<file path="src/rtl/dbwin_pkg.sv">
// Package: shared types for the banked flash window mapper.
// Assumes: the windows never overlap, so one window kind per address.
package dbwin_pkg;

    // Which window a processor address falls into
    typedef enum logic [1:0] {
        WIN_NONE  = 2'd0,
        WIN_MAIN  = 2'd1,
        WIN_XOVER = 2'd2
    } win_kind_t;

endpackage

</file>
<file path="src/rtl/dbwin_bank_reg.sv">
// Module: dbwin_bank_reg
// Holds the current bank number. It loads the low BANK_W data bits when the
// load strobe is high at a clock edge.
// Assumes: load is already qualified by select and write strobes.
module dbwin_bank_reg #(
    parameter int DATA_W = 16,
    parameter int BANK_W = 6
) (
    input  logic              clk,
    input  logic              rst_n,
    input  logic              load,
    input  logic [DATA_W-1:0] din,
    output logic [BANK_W-1:0] bank_q
);

    // Upper data bits deliberately discarded
    logic unused_hi;
    assign unused_hi = ^din[DATA_W-1:BANK_W];

    // Bank register: clear on reset, load low data bits on write
    always_ff @(posedge clk) begin
        if (!rst_n) begin
            bank_q <= '0;
        end else if (load) begin
            bank_q <= din[BANK_W-1:0];
        end
    end

endmodule

</file>
<file path="src/rtl/dbwin_decode.sv">
// Module: dbwin_decode
// Decodes a processor address into main window, crossover window or none.
// Purely combinational.
// Assumes: both bases are aligned to their window sizes and do not overlap.
module dbwin_decode
    import dbwin_pkg::*;
#(
    parameter int                CPU_AW     = 20,
    parameter int                WIN_AW     = 16,
    parameter int                XOVER_AW   = 11,
    parameter logic [CPU_AW-1:0] MAIN_BASE  = 20'hC0000,
    parameter logic [CPU_AW-1:0] XOVER_BASE = 20'hD0000
) (
    input  logic [CPU_AW-1:0] addr,
    output win_kind_t         kind
);

    localparam int MTAG_W = CPU_AW - WIN_AW;
    localparam int XTAG_W = CPU_AW - XOVER_AW;
    localparam logic [MTAG_W-1:0] MAIN_TAG  = MAIN_BASE[CPU_AW-1:WIN_AW];
    localparam logic [XTAG_W-1:0] XOVER_TAG = XOVER_BASE[CPU_AW-1:XOVER_AW];

    logic in_main;
    logic in_xover;

    // Tag compare against each window base
    always_comb begin
        in_main  = (addr[CPU_AW-1:WIN_AW]   == MAIN_TAG);
        in_xover = (addr[CPU_AW-1:XOVER_AW] == XOVER_TAG);
    end

    // Priority-free encode; windows are disjoint by parameter choice
    always_comb begin
        if (in_main) begin
            kind = WIN_MAIN;
        end else if (in_xover) begin
            kind = WIN_XOVER;
        end else begin
            kind = WIN_NONE;
        end
    end

endmodule

</file>
<file path="src/rtl/dbwin_addr_gen.sv">
// Module: dbwin_addr_gen
// Forms the physical flash address from the window kind, the bank and the
// in-window offset. The crossover window uses bank+1 (modulo 2**BANK_W) and
// forces the offset bits above XOVER_AW to zero.
// Assumes: the caller ignores the output when kind is WIN_NONE.
module dbwin_addr_gen
    import dbwin_pkg::*;
#(
    parameter int BANK_W   = 6,
    parameter int WIN_AW   = 16,
    parameter int XOVER_AW = 11
) (
    input  win_kind_t                kind,
    input  logic [BANK_W-1:0]        bank,
    input  logic [WIN_AW-1:0]        offset,
    output logic [BANK_W+WIN_AW-1:0] phys
);

    logic [BANK_W-1:0] bank_next;
    logic [BANK_W-1:0] bank_eff;
    logic [WIN_AW-1:0] offs_eff;

    // Wrapping incrementer for the crossover bank
    always_comb begin
        bank_next = bank + BANK_W'(1);
    end

    // Bank selection by window kind
    always_comb begin
        bank_eff = (kind == WIN_XOVER) ? bank_next : bank;
    end

    // Offset bits: low ones pass, high ones cleared in the crossover window
    for (genvar b = 0; b < WIN_AW; b++) begin : g_offs
        if (b < XOVER_AW) begin : g_low
            assign offs_eff[b] = offset[b];
        end else begin : g_high
            assign offs_eff[b] = offset[b] & (kind != WIN_XOVER);
        end
    end

    // Concatenate into the physical address
    always_comb begin
        phys = {bank_eff, offs_eff};
    end

endmodule

</file>
<file path="src/rtl/dbwin_mapper.sv">
// Module: dbwin_mapper (top)
// Maps a 64 KB main window and a 2 KB crossover window of the processor
// space onto a banked flash. It drives the physical address, the active-low
// chip select and the window flags. Outside any access the physical address
// keeps its last mapped value.
// Assumes: the bank write and the window accesses come from the same clock
// domain as clk.
module dbwin_mapper
    import dbwin_pkg::*;
#(
    parameter int                CPU_AW     = 20,
    parameter int                DATA_W     = 16,
    parameter int                BANK_W     = 6,
    parameter int                WIN_AW     = 16,
    parameter int                XOVER_AW   = 11,
    parameter logic [CPU_AW-1:0] MAIN_BASE  = 20'hC0000,
    parameter logic [CPU_AW-1:0] XOVER_BASE = 20'hD0000,
    localparam int               PHYS_AW    = BANK_W + WIN_AW
) (
    input  logic               clk,
    input  logic               rst_n,
    input  logic [CPU_AW-1:0]  cpu_addr,
    input  logic [DATA_W-1:0]  cpu_data,
    input  logic               cpu_strobe_n,
    input  logic               cpu_wr_n,
    input  logic               bank_sel_n,
    output logic [PHYS_AW-1:0] flash_addr,
    output logic               flash_cs_n,
    output logic               hit_main,
    output logic               hit_xover
);

    logic               bank_load;
    logic [BANK_W-1:0]  bank_q;
    win_kind_t          kind;
    logic [PHYS_AW-1:0] mapped;
    logic [PHYS_AW-1:0] held_q;
    logic               acc_hit;

    // Qualify the bank write: both select and write strobe low
    always_comb begin
        bank_load = !bank_sel_n && !cpu_wr_n;
    end

    dbwin_bank_reg #(
        .DATA_W (DATA_W),
        .BANK_W (BANK_W)
    ) i_bank (
        .clk    (clk),
        .rst_n  (rst_n),
        .load   (bank_load),
        .din    (cpu_data),
        .bank_q (bank_q)
    );

    dbwin_decode #(
        .CPU_AW     (CPU_AW),
        .WIN_AW     (WIN_AW),
        .XOVER_AW   (XOVER_AW),
        .MAIN_BASE  (MAIN_BASE),
        .XOVER_BASE (XOVER_BASE)
    ) i_dec (
        .addr (cpu_addr),
        .kind (kind)
    );

    dbwin_addr_gen #(
        .BANK_W   (BANK_W),
        .WIN_AW   (WIN_AW),
        .XOVER_AW (XOVER_AW)
    ) i_agen (
        .kind   (kind),
        .bank   (bank_q),
        .offset (cpu_addr[WIN_AW-1:0]),
        .phys   (mapped)
    );

    // Access qualifier: strobe active and address inside a window
    always_comb begin
        acc_hit = !cpu_strobe_n && (kind != WIN_NONE);
    end

    // Hold register: remembers the last mapped address of a window access
    always_ff @(posedge clk) begin
        if (!rst_n) begin
            held_q <= '0;
        end else if (acc_hit) begin
            held_q <= mapped;
        end
    end

    // Output drive: live mapping during an access, held value otherwise
    always_comb begin
        flash_addr = acc_hit ? mapped : held_q;
        flash_cs_n = !acc_hit;
        hit_main   = (kind == WIN_MAIN);
        hit_xover  = (kind == WIN_XOVER);
    end

endmodule

</file>
<file path="config.mk">
export PLATFORM = sky130hd
export DESIGN_NAME = dbwin_mapper
export DESIGN_NICKNAME = d
export VERILOG_FILES = /design/src/rtl/dbwin_pkg.sv /design/src/rtl/dbwin_bank_reg.sv /design/src/rtl/dbwin_decode.sv /design/src/rtl/dbwin_addr_gen.sv /design/src/rtl/dbwin_mapper.sv
export SDC_FILE = /design/constraint.sdc
export NUM_CORES = 1
export LEC_CHECK = 0
export BUFFER_PORTS_ARGS = -buffer_cell sky130_fd_sc_hd__buf_2
export CAP_MARGIN = 30
export CORE_MARGIN = 2
export CORE_UTILIZATION = 43
export CTS_BUF_LIST = sky130_fd_sc_hd__clkbuf_8
export DETAILED_ROUTE_END_ITERATION = 6
export PLACE_DENSITY_LB_ADDON = 0.15
export SETUP_SLACK_MARGIN = 0.1
export SLEW_MARGIN = 20
export SYNTH_ARGS = -nofsm -noshare
export SYNTH_HDL_FRONTEND = slang
export SYNTH_SLANG_ARGS = --single-unit
</file>
<file path="constraint.sdc">
create_clock -name clk -period 1.25 [get_ports clk]
set_input_delay 0.125 -clock clk [delete_from_list [all_inputs] [get_ports clk]]
set_output_delay 0.125 -clock clk [all_outputs]
set_load 0.005 [all_outputs]
</file>
==> flow_summary.yaml, run 1 <==
run_status:
  status: "finished, violations left"
  violations: "negative setup slack"
logic_synthesis:
  ys_async_sr_fraction_pct: 0
  yosysTopAreaCell: "dfxtp_1"
  synth_commonest_cells: "a21oi_1 (29), dfxtp_1 (28), nand2_1 (23)"
  postSynthCellCount: 175
  synth_fp_nets: 217
  ys_warn_count: 0
  ys.flop_type: "dfxtp_1"
  synthTopCellsByArea: "dfxtp_1 (40%), a21oi_1 (10%), o21ai_0 (7.9%), nand3_1 (6.4%), nand2_1 (6.2%)"
  ys_seq_elements: 28
  post_synth_num_cell_types: 35
  synth_edf_count: 0
  netlist_area_um2: 1400
  synth_seq_area_share_pct: 40.1
  yosys.area.top_type_share_pct: 40.1
  syn_avg_cell_area_um2: 7.99
  synth.most_common_cell: "a21oi_1"
setup_path:
  cp_num_cells: 5
  critPathRequiredTime_ns: 1.12
  rrSetupSlack_ns: -0.25
  r2r-end: "held_q[20]$_SDFF_PN0_"
  startpoint: "i_bank.bank_q[2]$_SDFFE_PN0P_"
  arrival_ns: 1.64
  critPathMaxFanout: 4
  crit_type: "flop to output pin"
  path_delay_family: "flip-flops"
  cp_cell_sequence: "and4_1 -> nand4_1 -> xor2_2 -> a21oi_2 -> buf_2"
  path_buf_inv: 1
  timing.rr.start: "i_bank.bank_q[1]$_SDFFE_PN0P_"
  cp_slowest_cell: "dfxtp_1"
  critPathMaxStageDelay_ns: 0.42
  start_kind: "flop"
  end_kind: "output pin"
  crit_end: "flash_addr[19]"
  reg2regPathDepth: 7
clock_tree:
  insertion_delay_ns: 0.28
  cts_tree: "yes"
  clkSinkCount: 28
  cts.htree.levels: 1
  clockRootBuffer: "clkbuf_8"
  clockBufferDepth: 2
  cts_buffers: 3
  path_clk_slew_ns: 0.09
  cts_hold_buf: 0
routing:
  vias_per_cell: 5.54
  detail_route.first_pass.iterations: 4
  antenna_left: 0
  routed_wl_mm: 5.54
  remaining_drc_errors: 0
  first_iter_violations: 91
  wl_per_cell_um: 17.3
  vias: 1773
die:
  die_h_um: 61.0
  start_util_pct: 45.4
  die-area_um2: 3720
  core_um2: 3080
  std_cell_rows: 20
  die_w_um: 61.0
  ios: 66
placement:
  dp_cells: 293
  gp_congestion: 0.845
  port_buffers: 55
  hpwl_mm: 2.88
  placed_area_um2: 1980
timing:
  max-slew-margin-rel_pct: 70.1
  fin_ws_ns: -0.511
  hold_viol: 0
  min_period_over_period_pct: 141
  finClkSkew_ns: 0.00929
  fin_crit_ns: 1.76
  max_freq_mhz: 568
  rsz0062_at_grt: "yes"
  tightest_slew_ns: 0.444
  slew_violations: 0
  setup_viol: 40
grt:
  grt_pass1_wl_mm: 6.88
  grt_pass1_vias: 1515
  antenna_found_initial: 0
  grt_usage_pct: 24.5
  grt_max_degree: 20
  grt_overflow: 0
min_path:
  worst_hold_path_type: "input pin to flop"
  hp-start: "cpu_data[3]"
run:
  maxCapViolCount: 0
power_and_ir_drop:
  p_leak_nw: 1.18
  power_mw: 2.09
  ir_worst_vdd_uv: 642
  cellPowerDensity_nw_per_um2: 810
final_layout:
  fin_nets: 319
  area_delta_synth_final_pct: 84.5
  design_area_um2: 2580
  diodes: 0
  final_cells: 320
  drive_above_1_share_pct: 60.5
-- final cells by class --
type / instances / area (µm²)
Fill cell: 186 / 499
Timing Repair Buffer: 107 / 793
Clock inverter: 1 / 30.0
Multi-Input combinational cell: 134 / 1080
Tap cell: 44 / 55.1
Sequential cell: 28 / 564
Clock buffer: 3 / 41.3
Inverter: 3 / 11.3
-- cells in the final DEF, fill, tap and decap left out, types with 2 or more instances in the layout --
master,Yosys,final
clkbuf_8,0,3
nand3_1,18,6
buf_4,2,33
o21ai_1,0,2
a21oi_1,29,16
nor2_4,0,2
nand2_1,23,16
buf_12,0,2
nand3_4,0,10
a211oi_2,1,2
and3b_1,2,2
nand4_1,6,6
nand2_2,0,6
dfxtp_2,0,3
o22a_1,2,2
a21oi_2,0,13
nor2_1,4,3
o21ai_4,0,2
dfxtp_1,28,25
o21ai_2,1,4
o21ai_0,22,15
nand3_2,0,2
buf_2,0,52
buf_6,0,18
a31oi_1,2,2
nor2b_1,3,3
-- metal layers --
metal  up-vias  track usage (%)  share of wire [%]
met5         -                0                  0
met4         0             7.76                1.7
met3        11             3.78                5.4
met2        84             38.9                 53
met1       838             34.4                 40
li1        840                -                  -
-- per-stage QoR --
| stage | util [%] | worst slack [ns] | hold WS [ns] | TNS [ns] |
|---|---|---|---|---|
| after floorplan | - | -0.0681 | 0.247 | -1.16 |
| after global placement | 64.3 | -0.310 | 0.362 | -9.09 |
| after detailed placement | 64.3 | -0.368 | 0.369 | -10.29 |
| after CTS | 76.9 | -0.415 | 0.0662 | -7.13 |
| after global routing | 83.8 | -0.556 | 0.0787 | -12.13 |
| final | 83.8 | -0.511 | 0.0684 | -10.29 |
-- sequential cells by signal, indices dropped and copies added (netlist names) --
name and flops:
held_q 22, i_bank.bank_q 6
-- kinds of logic (layout without fill, tap and decap cells) --
| family | Yosys count | after routing | share of synthesized area [%] |
|---|---|---|---|
| xor gates and xnor gates | 3 | 3 | 1.88 |
| adders and majority gates | 1 | 1 | 0.895 |
| and+or+nand+nor | 68 | 68 | 28.0 |
| muxes | 1 | 1 | 0.716 |
| buffers and inverters | 13 | 114 | 4.03 |
| DFF | 28 | 28 | 40.1 |
| AOI/OAI and AO/OA | 61 | 61 | 24.4 |
-- report_power, final --
part           switching [mW]  internal, mW
logic                   0.219         0.212
registers              0.0116         0.911
clock network           0.307         0.430
-- what timing repair did --
action	4_1_cts	5_1_grt
buffers inserted	12	13
pin swaps	27	28
setup endpoints to repair	41	41
gates cloned	1	1
gates resized for setup	43	39
-- tightest hold or removal path, stage by stage --
cell,delay [ns]
buf_2,0.09
nand2_1,0.05
a21oi_1,0.05
-- how the worst min path moves through the flow --
stage | endpoint | slack, ns | cells after the start
global route | i_bank.bank_q[1]$_SDFFE_PN0P_ | 0.08 | 3
global placement | i_bank.bank_q[1]$_SDFFE_PN0P_ | 0.36 | 3
detailed placement | i_bank.bank_q[1]$_SDFFE_PN0P_ | 0.37 | 3
floorplan | held_q[18]$_SDFF_PN0_ | 0.25 | 1
finish | i_bank.bank_q[3]$_SDFFE_PN0P_ | 0.07 | 3
CTS | i_bank.bank_q[3]$_SDFFE_PN0P_ | 0.07 | 3
(Power assumes the default switching activity.)
==> run 2: changes to the inputs <==
--- a/config.mk
+++ b/config.mk
@@ -13,6 +13,7 @@
 export DETAILED_ROUTE_END_ITERATION = 6
 export PLACE_DENSITY_LB_ADDON = 0.15
 export SETUP_SLACK_MARGIN = 0.1
+export SKIP_LAST_GASP = 1
 export SLEW_MARGIN = 20
 export SYNTH_ARGS = -nofsm -noshare
 export SYNTH_HDL_FRONTEND = slang
==> run 2 against run 1 <==
  * The run still ends with negative setup slack left
  * Core utilization shrank 0.53 points
  * Register-to-register slack is essentially flat
  * First-iteration DRC count grew 33%
  * Final area shrank 0.63%
  * Sequential power is essentially flat
  * Via count grew 0.28%
  * Worst setup slack gained 0.053 ns
  * Cell count grew 0.31%
  * Critical path type is now input pin to output pin
  * Largest cell class unchanged
  * Largest power group unchanged
==> flow_summary.yaml, run 2 (synthesis results as in run 1) <==
grt:
  grt_pass1_vias: 1526
  grtUsageMet3_pct: 3.57
  grt_pass1_wl_mm: 7.08
  grt_max_degree: 20
  grt_usage_pct: 25.2
  use_met1_pct: 36.2
  grtUsageMet2_pct: 39.0
  antenna_found_initial: 0
  grt_overflow: 0
  gr-max-usage-layer: "met2"
clock_tree:
  cts.htree.levels: 1
  cts_tree: "yes"
  clkSinkCount: 28
  path_clk_slew_ns: 0.09
  cts_hold_buf: 0
  clockBufferDepth: 2
  cts_buffers: 3
  insertion_delay_ns: 0.28
  clockRootBuffer: "clkbuf_8"
setup_path:
  end_kind: "output pin"
  cp_slowest_cell: "or4b_4"
  crit_type: "input pin to output pin"
  timing.rr.start: "i_bank.bank_q[1]$_SDFFE_PN0P_"
  critPathMaxFanout: 5
  path_delay_family: "simple AND/OR/NAND/NOR gates"
  path_buf_inv: 4
  cp_cell_sequence: "buf_8 -> or4b_4 -> o21ai_4 -> buf_6 -> buf_16 -> nand3_2 -> nand2_1 -> buf_2"
  critPathMaxStageDelay_ns: 0.58
  start_kind: "input pin"
  critPathRequiredTime_ns: 1.12
  startpoint: "cpu_addr[14]"
  arrival_ns: 1.58
placement:
  hpwl_mm: 2.88
  place_ws_ns: -0.368
  port_buffers: 55
  gp_congestion: 0.845
routing:
  wl_per_cell_um: 16.0
  antenna_left: 0
  first_iter_violations: 121
  remaining_drc_errors: 0
  vias_per_cell: 5.54
  detail_route.first_pass.iterations: 4
  vias: 1778
  routed_wl_mm: 5.13
timing:
  slew_violations: 0
  hold_viol: 0
  max_freq_mhz: 586
  tns_ns: -9.51
  rsz0062_at_grt: "yes"
  max-slew-margin-rel_pct: 70.3
  setup_viol: 41
  finClkSkew_ns: 0.00653
  fin_crit_ns: 1.71
  min_period_over_period_pct: 137
  tightest_slew_ns: 0.441
  fin_ws_ns: -0.457
final_layout:
  fin_nets: 320
  mostFrequentLayoutCells: "buf_2 (52), buf_4 (36), dfxtp_1 (25)"
  reg_top3: "held_q x22, i_bank.bank_q x6"
  diodes: 0
  top_register: "held_q"
  drive_above_1_share_pct: 59.6
  area_delta_synth_final_pct: 83.3
  final_common_cell: "buf_2"
  largest_reg_flops: 22
min_path:
  hp-start: "cpu_data[3]"
  worst_hold_path_type: "input pin to flop"
die:
  start_util_pct: 45.4
  core_um2: 3080
  std_cell_rows: 20
  die_w_um: 61.0
  ios: 66
  die_h_um: 61.0
  die-area_um2: 3720
run:
  maxCapViolCount: 0
power_and_ir_drop:
  p_leak_nw: 1.18
  cellPowerDensity_nw_per_um2: 810
  ir_worst_vdd_uv: 889
run_status:
  violations: "negative setup slack"
  status: "finished, violations left"
## run 2: cell count changes in the layout (fill, tap and decap cells not counted), sizes merged
cell | before | now
buf | 107 | 108
## run 2: per-stage QoR
stage                     power, mW  instances  hold WS [ns]  instance area, µm²  utilization, %
after floorplan                1.07        175         0.247                1450               -
after global placement         1.22        293         0.362                1980            64.3
after detailed placement       1.23        293         0.369                1980            64.3
after CTS                      2.01        310        0.0662                2360            76.6
after global routing           2.14        321        0.0785                2560            83.3
final                          2.07        321        0.0667                2560            83.3
## run 2: cell type report
class	count	area, µm²
Sequential cell	28	564
Multi-Input combinational cell	134	1070
Timing Repair Buffer	108	793
Clock buffer	3	41.3
Inverter	3	11.3
Fill cell	189	515
Clock inverter	1	30.0
Tap cell	44	55.1
## run 2: final timing paths
path | cells past startpoint | slack, ns | to
max reg2reg | 7 | -0.24 | held_q[20]$_SDFF_PN0_
min | 3 | 0.07 | i_bank.bank_q[3]$_SDFFE_PN0P_
min reg2reg | 2 | 0.48 | held_q[13]$_SDFF_PN0_
max | 8 | -0.46 | flash_addr[6]
## run 2: worst reg2reg max path, cell delays in order (launching register included)
cell      delay [ns]
dfxtp_2         0.35
ha_2            0.18
nand4_1         0.15
nor4_4          0.21
xnor2_1         0.13
buf_4           0.14
buf_4           0.12
a211oi_2        0.15
## run 2: per-layer routing
layer / vias to the layer above / share of wire [%]
met3: 13 / 6.7
met4: 0 / 2.2
met5: - / 0
met1: 835 / 40
met2: 83 / 51
li1: 847 / -
## run 2: where the power goes
part	internal, mW	switching [mW]
clock	0.430	0.305
sequential	0.911	0.0106
combinational	0.209	0.210
total	1.55	0.525
## run 2: repair_timing
action | in CTS | in global routing
resized for setup | 40 | 35
gates cloned | 1 | 1
pin swaps | 26 | 27
setup buffers | 12 | 13
endpoints found under the setup margin | 41 | 41
==> run 3: changes to the inputs <==
--- a/config.mk
+++ b/config.mk
@@ -8,7 +8,7 @@
 export BUFFER_PORTS_ARGS = -buffer_cell sky130_fd_sc_hd__buf_2
 export CAP_MARGIN = 30
 export CORE_MARGIN = 2
-export CORE_UTILIZATION = 43
+export CORE_UTILIZATION = 46
 export CTS_BUF_LIST = sky130_fd_sc_hd__clkbuf_8
 export DETAILED_ROUTE_END_ITERATION = 6
 export PLACE_DENSITY_LB_ADDON = 0.15
@@ -17,4 +17,5 @@
 export SLEW_MARGIN = 20
 export SYNTH_ARGS = -nofsm -noshare
 export SYNTH_HDL_FRONTEND = slang
+export SYNTH_HIERARCHICAL = 1
 export SYNTH_SLANG_ARGS = --single-unit
==> run 3 against run 2 <==
  * The run still ends with negative setup slack left
  * Total power fell by 9.3%
  * Clock power decreased by 3%
  * Worst setup slack worse by 0.33 ns
  * Largest cell class unchanged
  * Via count shrank 24%
  * Sequential power hardly changed
  * Final area is 16% lower
  * Combinational power decreased by 41%
==> flow_summary.yaml, run 3 <==
grt:
  grt_pass1_wl_mm: 5.60
  grt_usage_pct: 16.6
  grt_overflow: 0
  grt_max_degree: 51
  antenna_found_initial: 0
  grt_pass1_vias: 1314
setup_path:
  arrival_ns: 1.91
  start_kind: "input pin"
  crit_type: "input pin to output pin"
  critPathMaxFanout: 5
  critPathRequiredTime_ns: 1.12
  end_kind: "output pin"
routing:
  wl_per_cell_um: 12.5
  routed_wl_mm: 3.46
  first_iter_violations: 67
  vias_per_cell: 4.88
  remaining_drc_errors: 0
  vias: 1346
  detail_route.first_pass.iterations: 4
  antenna_left: 0
clock_tree:
  cts_buffers: 3
  cts.htree.levels: 1
  path_clk_slew_ns: 0.09
  clockBufferDepth: 2
  insertion_delay_ns: 0.27
  cts_tree: "yes"
  cts_hold_buf: 0
  clkSinkCount: 28
  clockRootBuffer: "clkbuf_8"
logic_synthesis:
  synthTopCellsByArea: "dfxtp_1 (32%), mux2_4 (16%), mux2i_1 (16%), nand2_1 (10%), buf_4 (6.5%)"
  netlist_area_um2: 1740
  syn_avg_cell_area_um2: 9.63
  ys_seq_elements: 28
  synth_seq_area_share_pct: 32.2
  synth.most_common_cell: "nand2_1"
  yosysTopAreaCell: "dfxtp_1"
  ys_async_sr_fraction_pct: 0
  synth_commonest_cells: "nand2_1 (48), dfxtp_1 (28), mux2i_1 (28)"
  postSynthCellCount: 181
  post_synth_num_cell_types: 23
  synth_edf_count: 0
  synth_fp_nets: 223
  ys.flop_type: "dfxtp_1"
  yosys.area.top_type_share_pct: 32.2
  ys_warn_count: 6
placement:
  placed_area_um2: 2000
  port_buffers: 55
  dp_cells: 269
  place_ws_ns: -0.820
  gp_congestion: 0.736
  hpwl_mm: 2.47
timing:
  tns_ns: -22.02
  min_period_over_period_pct: 163
  slew_violations: 0
  max_freq_mhz: 492
  tightest_slew_ns: 0.289
  hold_viol: 0
  max-slew-margin-rel_pct: 80.7
  setup_viol: 47
  rsz0062_at_grt: "yes"
  finClkSkew_ns: 0.00680
  fin_crit_ns: 2.03
  fin_ws_ns: -0.783
run_status:
  violations: "negative setup slack"
  status: "finished, violations left"
die:
  die_w_um: 65.6
  std_cell_rows: 22
  start_util_pct: 47.6
  die-area_um2: 4300
  die_h_um: 65.6
  core_um2: 3660
  ios: 66
power_and_ir_drop:
  p_leak_nw: 1.02
  ir_worst_vdd_uv: 521
  power_mw: 1.88
  cellPowerDensity_nw_per_um2: 870
final_layout:
  fin_nets: 271
  reg_top3: "held_q x22, i_bank/bank_q x6"
  design_area_um2: 2160
  drive_above_1_share_pct: 44.7
  final_cells: 276
  final_common_cell: "buf_2"
  diodes: 0
  num-fill-cells: 315
  largest_reg_flops: 22
  mostFrequentLayoutCells: "buf_2 (52), nand2_1 (47), mux2i_1 (28), dfxtp_1 (28), mux2_4 (21)"
  area_delta_synth_final_pct: 24.1
  top_register: "held_q"
run:
  maxCapViolCount: 0
min_path:
  worst_hold_path_type: "input pin to flop"
-- run 3: layer usage --
metal / vias to the layer above / share of wire (%) / global-route usage, %
li1: 686 / - / -
met1: 630 / 43 / 19.5
met2: 28 / 52 / 30.9
met3: 2 / 4.5 / 2.40
met4: 0 / 0.58 / 5.47
met5: - / 0 / 0
-- run 3: timing repair --
item | CTS | global route
pin swaps | 5 | 0
buffers inserted | 2 | 2
endpoints found under the setup margin | 47 | 47
gates resized for setup | 13 | 3
-- run 3: metrics by stage --
| step | hold slack [ns] | util (%) |
|---|---|---|
| after floorplan | 0.253 | - |
| after global placement | 0.385 | 54.6 |
| after detailed placement | 0.391 | 54.6 |
| after CTS | 0.0947 | 58.5 |
| after global routing | 0.0961 | 59.1 |
| final | 0.102 | 59.1 |
-- run 3: power by group --
part | internal, mW | leakage [nW] | switching [mW]
combinational | 0.136 | 0.755 | 0.110
clock | 0.429 | 0.0357 | 0.287
sequential | 0.909 | 0.227 | 0.0134
-- run 3: critical path: stages --
cell and delay, ns:
buf_6 0.09, or4b_4 0.54, nor4_4 0.21, nor2b_4 0.25, nand4_1 0.12, xnor2_1 0.17
mux2_4 0.28, buf_6 0.11
-- run 3: worst paths after layout --
check	startpoint	end	slack, ns	cells past startpoint
setup reg to reg	i_bank/bank_q[1]$_SDFFE_PN0P_	held_q[20]$_SDFF_PN0_	-0.07	6
hold / removal	cpu_addr[3]	held_q[3]$_SDFF_PN0_	0.10	3
hold reg to reg	held_q[2]$_SDFF_PN0_	held_q[2]$_SDFF_PN0_	0.46	2
setup / recovery	cpu_addr[12]	flash_addr[20]	-0.78	8
-- run 3: cells by family (layout without fill, tap and decap cells) --
kind of cell / after synthesis / in the layout / synth area share [%]
flops: 28 / 28 / 32.2
fa+ha+maj: 1 / 1 / 0.718
xor+xnor: 5 / 5 / 2.51
buf+inv: 24 / 71 / 9.91
simple gates: 72 / 72 / 19.7
compound gates: 1 / 1 / 0.574
mux: 50 / 50 / 34.4
-- run 3: cell type report --
type	instances	area [µm²]	area share [%]
tap	48	60.1	2.78
multi-input combinational	129	1060	48.9
sequential	28	561	25.9
inverter	1	8.76	0.405
clock inverter	1	30.0	1.39
timing repair buffer	66	405	18.7
clock buffer	3	41.3	1.91
